<file path="src/rtl/uart_brg_pkg.sv">
package uart_brg_pkg;
   localparam int FRAME_W   = 4;
   localparam int MAX_FRAME = 12;

   // Number of bit times in one character for a given mode word
   function automatic logic [FRAME_W-1:0] frame_len(input logic [7:0] mode);
      logic [FRAME_W-1:0] data_n;
      logic [FRAME_W-1:0] par_n;
      logic [FRAME_W-1:0] stop_n;
      unique case (mode[2:1])
         2'd3:    data_n = 4'd6;
         2'd2:    data_n = 4'd7;
         default: data_n = 4'd8;
      endcase
      par_n  = (mode[5:3] <= 3'd1) ? 4'd1 : 4'd0;
      stop_n = (mode[7:6] == 2'd2) ? 4'd2 : 4'd1;
      return 4'd1 + data_n + par_n + stop_n;
   endfunction
endpackage

</file>
<file path="src/rtl/uart_brg_prescale.sv">
module uart_brg_prescale #(
   parameter int PRE_LOG2 = 3
) (
   input  logic clk,
   input  logic rst_n,
   input  logic pre_sel,
   output logic ref_en
);
   generate
      if (PRE_LOG2 < 0) begin : g_bad
         $error("PRE_LOG2 must not be negative");
      end
      if (PRE_LOG2 == 0) begin : g_none
         assign ref_en = 1'b1;
      end else begin : g_div
         logic [PRE_LOG2-1:0] pre_cnt;
         always_ff @(posedge clk or negedge rst_n) begin
            if (!rst_n) pre_cnt <= '0;
            else        pre_cnt <= pre_cnt + 1'b1;
         end
         assign ref_en = !pre_sel || (&pre_cnt);
      end
   endgenerate
endmodule

</file>
<file path="src/rtl/uart_brg_divider.sv">
module uart_brg_divider #(
   parameter int CD_W = 16,
   parameter int BD_W = 8
) (
   input  logic            clk,
   input  logic            rst_n,
   input  logic            ref_en,
   input  logic [CD_W-1:0] clk_div,
   input  logic [BD_W-1:0] bdiv,
   output logic            baud_tick
);
   logic [CD_W-1:0] cd_cnt;
   logic [BD_W-1:0] bd_cnt;
   logic            cd_zero;
   logic            cd_hit;

   assign cd_zero = (clk_div == '0);
   assign cd_hit  = ref_en && !cd_zero && (cd_cnt >= clk_div - 1'b1);

   always_ff @(posedge clk or negedge rst_n) begin
      if (!rst_n) begin
         cd_cnt    <= '0;
         bd_cnt    <= '0;
         baud_tick <= 1'b0;
      end else begin
         baud_tick <= cd_hit && (bd_cnt >= bdiv);
         if (cd_zero) begin
            cd_cnt <= '0;
            bd_cnt <= '0;
         end else if (ref_en) begin
            cd_cnt <= cd_hit ? '0 : cd_cnt + 1'b1;
            if (cd_hit) bd_cnt <= (bd_cnt >= bdiv) ? '0 : bd_cnt + 1'b1;
         end
      end
   end


   cd_zero_chk: assert property (@(posedge clk) disable iff (!rst_n)
      ($past(clk_div) == '0) |-> !baud_tick);
endmodule

</file>
<file path="src/rtl/uart_idle_timer.sv">
module uart_idle_timer
   import uart_brg_pkg::*;
#(
   parameter int TW = $clog2(4 * MAX_FRAME)
) (
   input  logic               clk,
   input  logic               rst_n,
   input  logic               rx_strobe,
   input  logic               baud_tick,
   input  logic [FRAME_W-1:0] frame_bits,
   output logic               rx_timeout
);
   logic          armed;
   logic [TW-1:0] tick_cnt;
   logic [TW-1:0] limit;

   assign limit = TW'({frame_bits, 2'b00});

   always_ff @(posedge clk or negedge rst_n) begin
      if (!rst_n) begin
         armed      <= 1'b0;
         tick_cnt   <= '0;
         rx_timeout <= 1'b0;
      end else begin
         rx_timeout <= 1'b0;
         if (rx_strobe) begin
            armed    <= 1'b1;
            tick_cnt <= '0;
         end else if (armed && baud_tick) begin
            if (tick_cnt >= limit - 1'b1) begin
               rx_timeout <= 1'b1;
               armed      <= 1'b0;
               tick_cnt   <= '0;
            end else begin
               tick_cnt <= tick_cnt + 1'b1;
            end
         end
      end
   end


   pulse_width_chk: assert property (@(posedge clk) disable iff (!rst_n)
      rx_timeout |=> !rx_timeout);

   after_tick_chk: assert property (@(posedge clk) disable iff (!rst_n)
      rx_timeout |-> ($past(baud_tick) && !$past(rx_strobe)));

   strobe_rearm_chk: assert property (@(posedge clk) disable iff (!rst_n)
      rx_strobe |=> !rx_timeout);
endmodule

</file>
<file path="src/rtl/uart_brg_core.sv">
module uart_brg_core
   import uart_brg_pkg::*;
#(
   parameter int CD_W     = 16,
   parameter int BD_W     = 8,
   parameter int PRE_LOG2 = 3
) (
   input  logic               clk,
   input  logic               rst_n,
   input  logic [7:0]         mode_cfg,
   input  logic [CD_W-1:0]    clk_div,
   input  logic [BD_W-1:0]    bdiv,
   input  logic               rx_strobe,
   output logic               baud_tick,
   output logic [FRAME_W-1:0] frame_bits,
   output logic               rx_timeout
);
   localparam int TW = $clog2(4 * MAX_FRAME);

   generate
      if (CD_W < 1 || BD_W < 1) begin : g_bad
         $error("divisor widths must be at least 1");
      end
   endgenerate

   logic ref_en;

   uart_brg_prescale #(.PRE_LOG2(PRE_LOG2)) i_pre (
      .clk(clk), .rst_n(rst_n), .pre_sel(mode_cfg[0]), .ref_en(ref_en));

   uart_brg_divider #(.CD_W(CD_W), .BD_W(BD_W)) i_div (
      .clk(clk), .rst_n(rst_n), .ref_en(ref_en), .clk_div(clk_div),
      .bdiv(bdiv), .baud_tick(baud_tick));

   assign frame_bits = frame_len(mode_cfg);

   uart_idle_timer #(.TW(TW)) i_tmr (
      .clk(clk), .rst_n(rst_n), .rx_strobe(rx_strobe), .baud_tick(baud_tick),
      .frame_bits(frame_bits), .rx_timeout(rx_timeout));


   frame_range_chk: assert property (@(posedge clk) disable iff (!rst_n)
      (frame_bits >= 4'd8) && (frame_bits <= 4'd12));
endmodule

</file>
<file path="config.mk">
export PLATFORM = sky130hd
export DESIGN_NAME = uart_brg_core
export DESIGN_NICKNAME = d
export VERILOG_FILES = /design/src/rtl/uart_brg_pkg.sv /design/src/rtl/uart_brg_prescale.sv /design/src/rtl/uart_brg_divider.sv /design/src/rtl/uart_idle_timer.sv /design/src/rtl/uart_brg_core.sv
export SDC_FILE = /design/constraint.sdc
export NUM_CORES = 1
export LEC_CHECK = 0
export ABC_CLOCK_PERIOD_IN_PS = 3000
export BUFFER_PORTS_ARGS = -buffer_cell sky130_fd_sc_hd__buf_2
export CORE_MARGIN = 4
export CORE_UTILIZATION = 45
export DETAILED_ROUTE_END_ITERATION = 10
export PLACE_DENSITY = 0.69
export SYNTH_ARGS = -nofsm -noshare
export SYNTH_HDL_FRONTEND = slang
export SYNTH_SLANG_ARGS = --single-unit
</file>
<file path="constraint.sdc">
create_clock -name clk -period 3 [get_ports clk]
set_input_delay 0.9 -clock clk [delete_from_list [all_inputs] [get_ports clk]]
set_output_delay 0.9 -clock clk [all_outputs]
set_load 0.01 [all_outputs]
</file>
# After elaboration in Yosys (flattened, before gate mapping)
# Cells that the tools add are included.
[totals]
output_inout_bits = 6
elab_cells = 57
input_bits = 35
regBits = 36
[classes]
order_cmp = 4
n_eq_ne = 3
reduce_logical = 15
add_sub_neg = 9
muxes = 19
[op_table]
columns = ["cell", "n"]
rows = [
  ["two-way mux 16 bit", 3],
  ["two-way mux 8 bit", 4],
  ["two-way mux 6 bit", 3],
  ["adder 16 x 1 -> 16 bit, second input constant", 1],
  ["greater-or-equal comparator 16 bit", 1],
  ["logical NOT 16 bit", 1],
  ["subtractor 16 x 1 -> 16 bit, second input constant", 1],
  ["adder 8 x 1 -> 8 bit, second input constant", 1],
  ["greater-or-equal comparator 8 bit", 1],
  ["one-hot mux 4 bit (2 select lines)", 1],
  ["nonzero test 2 bit", 4],
  ["two-way mux 1 bit", 7],
  ["adder 6 x 1 -> 6 bit, second input constant", 1],
  ["== test 2 bit, second input constant", 3],
  ["greater-or-equal comparator 6 bit", 1],
  ["subtractor 6 x 1 -> 6 bit, second input constant", 1],
  ["adder 1 x 4 -> 4 bit, first input constant", 1],
  ["adder 4 x 1 -> 4 bit", 1],
  ["adder 4 x 2 -> 4 bit", 1],
  ["logical AND 1 bit", 4],
  ["AND reduction 2 bit", 2],
  ["adder 3 x 1 -> 3 bit, second input constant", 1],
  ["less-or-equal comparator 3 x 1 -> 1 bit, second input constant", 1],
  ["AND reduction 3 bit", 1],
  ["3 further kinds", 4],
]

# Depth between registers and ports, before layout
[logic_depth]
word_depth = 10
depth_mapped = 14
mapped_depth_nobuf = 14

# Modules after synthesis
# From an unflattened synthesis, not the netlist that was laid out.
[hier_totals]
cells_unflattened = 330
hier_area_um2 = 2980.4
[modules_own_cells]
columns = ["module", "area_each_um2", "cells_per_inst", "instances", "seq_area_each_um2"]
rows = [
  ["uart_brg_divider", 2178.3, 247, 1, 625.6],
  ["uart_idle_timer", 576.8, 61, 1, 200.2],
  ["uart_brg_core", 115.1, 15, 1, 0.0],
  ["uart_brg_prescale", 110.1, 7, 1, 75.1],
]

# Worst setup path before layout
# Ideal clock, no wire load.
[synth_timing]
kind = "input to register"
startpoint = "input port clk_div[5]"
endpoint = "register i_div.cd_cnt[10]"
arrival_ns = 3.740
setup_slack_ns = -0.873
n_path_buf = 1
cell_stages = 12
setup_ns = 0.134
required_time_ns = 2.866
path_cell_list = "or4_4 -> or3b_4 -> nor4_1 -> xnor2_1 -> ha_1 -> nand4_1 -> nor3_1 -> a211oi_1 -> and2_1 -> clkbuf_1 -> o21ai_2 -> nor2_1"
[synth_via]
elab_chain_len = 7
word_cells_on_any_way = 10
cone_classes = "1 x add/sub; 1 x order compare; 3 x mux; 5 x reduce/logical"
[synth_rtl]
columns = ["element", "line_no", "source"]
rows = [
  ["from (decl)", "uart_brg_core.sv:11", "input logic [CD_W-1:0] clk_div,"],
  ["parallel branches: the longest is 7 deep, another holds subtractor 16 x 1 -> 16 bit", "-", ""],
  ["to (signal assigned)", "uart_brg_divider.sv:31", "cd_cnt <= cd_hit ? '0 : cd_cnt + 1'b1;"],
  ["to (decl)", "uart_brg_divider.sv:12", "logic [CD_W-1:0] cd_cnt;"],
]
# Several ways; the timed one is not identified. The select of a mux whose other input is x is not followed.
# A chain may end at the register's enable or synchronous reset.

# Worst setup path after layout
[layout_timing]
startpoint = "input port clk_div[5]"
endpoint = "register i_div.bd_cnt[3]"
[layout_via]
elab_chain_len = 6
word_cells_on_any_way = 10
cone_classes = "1 x add/sub; 1 x order compare; 1 x mux; 7 x reduce/logical"
[layout_rtl]
columns = ["element", "line_no", "source"]
rows = [
  ["parallel branches: the longest is 6 deep, another holds subtractor 16 x 1 -> 16 bit", "-", ""],
  ["to (signal assigned)", "uart_brg_divider.sv:32", "if (cd_hit) bd_cnt <= (bd_cnt >= bdiv) ? '0 : bd_cnt + 1'b1;"],
  ["to (decl)", "uart_brg_divider.sv:13", "logic [BD_W-1:0] bd_cnt;"],
]
# Several ways; the timed one is not identified.

==> metrics.md <==
| Metric | Value |
|---|---|
| Status | finished with violations |
| Failing checks | setup timing |
| Max Cap Viol | 0 |
| Pleak | 1.785 nW |
| PwrDens | 390.8 nW/µm² |
| Routability cong. | 0.8373 |
| Count of final max-slew check failures | 0 |
| Pwr Total | 1.499 mW |
| Detailed Routing Iterations Pass 1 | 4 |
| Worst clock skew | 0.006131 ns |
| Syn Inst Count | 329 |
| ANT nets after route | 0 |
| Multi-input logic area | 2101 µm² |
| Seq/Total Area, Yosys | 31.30% |
| WP data arrival | 3.72 ns |
| Final setup violation count | 35 |
| EDFF count, synth | 0 |
| Worst-Skew Late Latency | 0.28 ns |
| First-pass GRT wire length | 11410 µm |
| Initial DRC Count | 103 |
| Ports | 41 |
| Clk slew on worst S/H paths | 0.07 ns |
| Row cnt | 28 |
| CTS Buf Count | 5 |
| Asr flop ratio synth | 100.0% |
| Peak Freq | 281.5 MHz |
| Total track usage | 18.40% |
| Longest Clk Path Bufs | 2 |
| Chip height | 87.97 µm |
| Placed cell area | 3475 µm² |
| Register bit total from synthesis | 36 |
| Routed WL | 6602 µm |
| Sequential cell area | 900.9 µm² |
| Critical Path End Type | flip-flop |
| Unrepaired setup endpoints after global routing | true |
| Tmin final | 3.553 ns |
| DRC viols | 0 |
| Worst slew pin tran | 0.8101 ns |
| # fillers | 498 |
| Post-synthesis cell type count | 53 |
| Max IR drop VDD | 0.0003255 V |
| Area Overhead vs Synth | 33.35% |
| Clk sink count | 36 |
| Setup TNS | -14.38 ns |
| Total number of vias | 2617 |
| HPWL Detailed | 4935 µm |
| Post-place setup slack | -0.8724 ns |
| Cts hold-fix bufs | 0 |
| DIE WIDTH | 87.97 µm |
| Startpoint Class | input port |
| Final worst slack | -0.5526 ns |
| Avg WL per Cell | 13.67 µm |
| Worst Path Required | 3.16 ns |
| Worst hold path class | reg2reg |
| Critical path type | in2reg |
| Mapped Area | 2878 µm² |
| Number of inserted diodes | 0 |
| Max_slew headroom | 45.99% |
| Full die area | 7739 µm² |
| Endpoints failing hold | 0 |
| Post-synth top flop | dfrtp_1 |
| Layout cells sized above 1 | 34.07% |
| Fin area | 3837 µm² |
| Clock Tree Root | clkbuf_8 |
| Crit-path max FO | 6 |
| Vias/cell | 5.418 |
| Final Net Count | 483 |
| Vias in the first global route | 2576 |
| Initial antenna violation count | 0 |
| CTS tree | built |
| Yosys synthesis warning count | 0 |
| Initial Util | 47.48% |
| Mapped Avg Cell Area | 8.747 µm² |
| I/O Buffers | 38 |
| Core area | 6061 µm² |
| Syn_nets | 404 |
| H-Tree Level Count | 2 |
| Period utilisation layout | 118.4% |
| Largest net degree at the start of global routing | 37 |
| Final core occ | 63.32% |
| Overflow after GRT | 0 |
-- stage by stage --
| stage | instances | hold WS [ns] |
|---|---|---|
| global placement | 468 | 0.4120 |
| detailed placement | 468 | 0.4180 |
| global route | 483 | 0.4681 |
| finish | 483 | 0.4252 |
| floorplan | 329 | 0.4006 |
| CTS | 483 | 0.4286 |
-- where the power goes --
group	total, mW	leakage (nW)	switching (mW)	internal, mW
logic	0.559	1.27	0.280	0.278
registers	0.621	0.470	0.0761	0.545
clock network	0.320	0.0410	0.162	0.158
-- layout make-up --
class | count | share of cell area [%]
Clock buffer | 6 | 1.891
Multi-Input combinational cell | 264 | 54.74
Timing Repair Buffer | 80 | 15.19
Inverter | 21 | 2.119
Clock inverter | 1 | 0.1304
Sequential cell | 36 | 23.48
Tap cell | 75 | 2.445
-- registers in the layout (all words and copies together) (netlist names) --
signal,count
i_div.baud_tick,1
i_div.bd_cnt,8
i_div.cd_cnt,16
i_pre.g_div.pre_cnt,3
i_tmr.armed,1
i_tmr.rx_timeout,1
i_tmr.tick_cnt,6
-- placed cells by master, fill, tap and decap left out, types with 4 or more instances in the layout --
cell and n:
nand4_1 9, nor3_2 4, xnor2_1 16, xor2_1 12, nor2_1 15, ha_4 4
nor2_2 9, a21o_1 5, dfrtp_1 36, nand2_1 33, or3_1 5, clkbuf_8 5
nor3_1 10, and3_1 7, buf_4 32, a21oi_2 6, ha_1 35, buf_2 33
nand3_1 12, buf_6 14, o21ai_1 4, inv_1 18, o211ai_1 4, nor4_1 4
o21ai_0 6, a21oi_1 11, nand2b_1 4
-- per-layer routing --
layer,global-route usage [%],vias to the layer above,wire (µm)
met5,0,-,0
met4,3.208,0,14
met3,3.763,2,177
met2,31.99,26,3351
met1,23.88,1263,3058
li1,-,1326,-
-- what timing repair did --
action                                  in CTS  in global routing
pin swaps                                   29                 16
gates cloned                                 1                  0
gates resized for setup                     36                 13
buffers inserted                             7                  0
endpoints found under the setup margin      35                 35
-- path summary, 6_finish.rpt --
kind | start | to | slack, ns | cells past startpoint
max | clk_div[5] | i_div.bd_cnt[3]$_DFFE_PN0P_ | -0.55 | 13
min | i_pre.g_div.pre_cnt[0]$_DFF_PN0_ | i_pre.g_div.pre_cnt[0]$_DFF_PN0_ | 0.43 | 1
max reg2reg | i_div.cd_cnt[0]$_DFFE_PN0P_ | i_div.cd_cnt[2]$_DFFE_PN0P_ | 0.78 | 9
min reg2reg | i_pre.g_div.pre_cnt[0]$_DFF_PN0_ | i_pre.g_div.pre_cnt[0]$_DFF_PN0_ | 0.43 | 1
max in group asynchronous | rst_n | i_div.cd_cnt[10]$_DFFE_PN0P_ | 1.78 | 1
min in group asynchronous | rst_n | i_div.cd_cnt[3]$_DFFE_PN0P_ | 0.70 | 1
-- worst max-delay path, cell delays in order --
cell      delay (ns)
buf_6           0.09
or4_4           0.54
or3b_4          0.42
nor4_4          0.15
xnor2_1         0.10
ha_1            0.32
nand4_1         0.20
nor3_4          0.25
a31oi_4         0.14
a21oi_2         0.21
buf_6           0.15
a21boi_2        0.15
o22ai_1         0.08
-- kinds of logic (layout without fill, tap and decap cells) --
kind of cell | count (synthesis) | count (layout) | share of synthesized area, %
buffers and inverters | 29 | 108 | 4.304
XOR/XNOR | 29 | 29 | 8.826
flip-flops | 36 | 36 | 31.30
adder cells (fa/ha/maj) | 40 | 40 | 17.65
multiplexers | 1 | 1 | 0.3478
AND/OR/NAND/NOR | 134 | 134 | 23.96
other | 1 | 1 | 0.1303
AO/OA/AOI/OAI | 59 | 59 | 13.48
-- synth_stat cells, drive strengths merged (2+ instances only) --
cell type / n / area [µm²]
a21boi: 2 / 15.01
xor2: 13 / 113.9
nor2: 25 / 96.35
and2: 2 / 12.51
and3: 7 / 43.79
nand3: 14 / 70.07
dfrtp: 36 / 900.9
buf: 3 / 26.27
clkbuf: 5 / 18.77
o22ai: 3 / 18.77
nor3: 15 / 75.07
xnor2: 16 / 140.1
a21oi: 18 / 93.84
o211ai: 4 / 30.03
nand2: 34 / 127.6
o21bai: 2 / 15.01
nand2b: 7 / 51.30
nor4: 5 / 31.28
or4: 2 / 18.77
inv: 21 / 78.83
o21ai: 14 / 85.09
nand3b: 3 / 22.52
nand4: 9 / 56.30
or3: 6 / 42.54
a21o: 5 / 37.54
o31ai: 2 / 15.01
ha: 39 / 488.0
No activity file was read; power rests on OpenSTA's default activity.
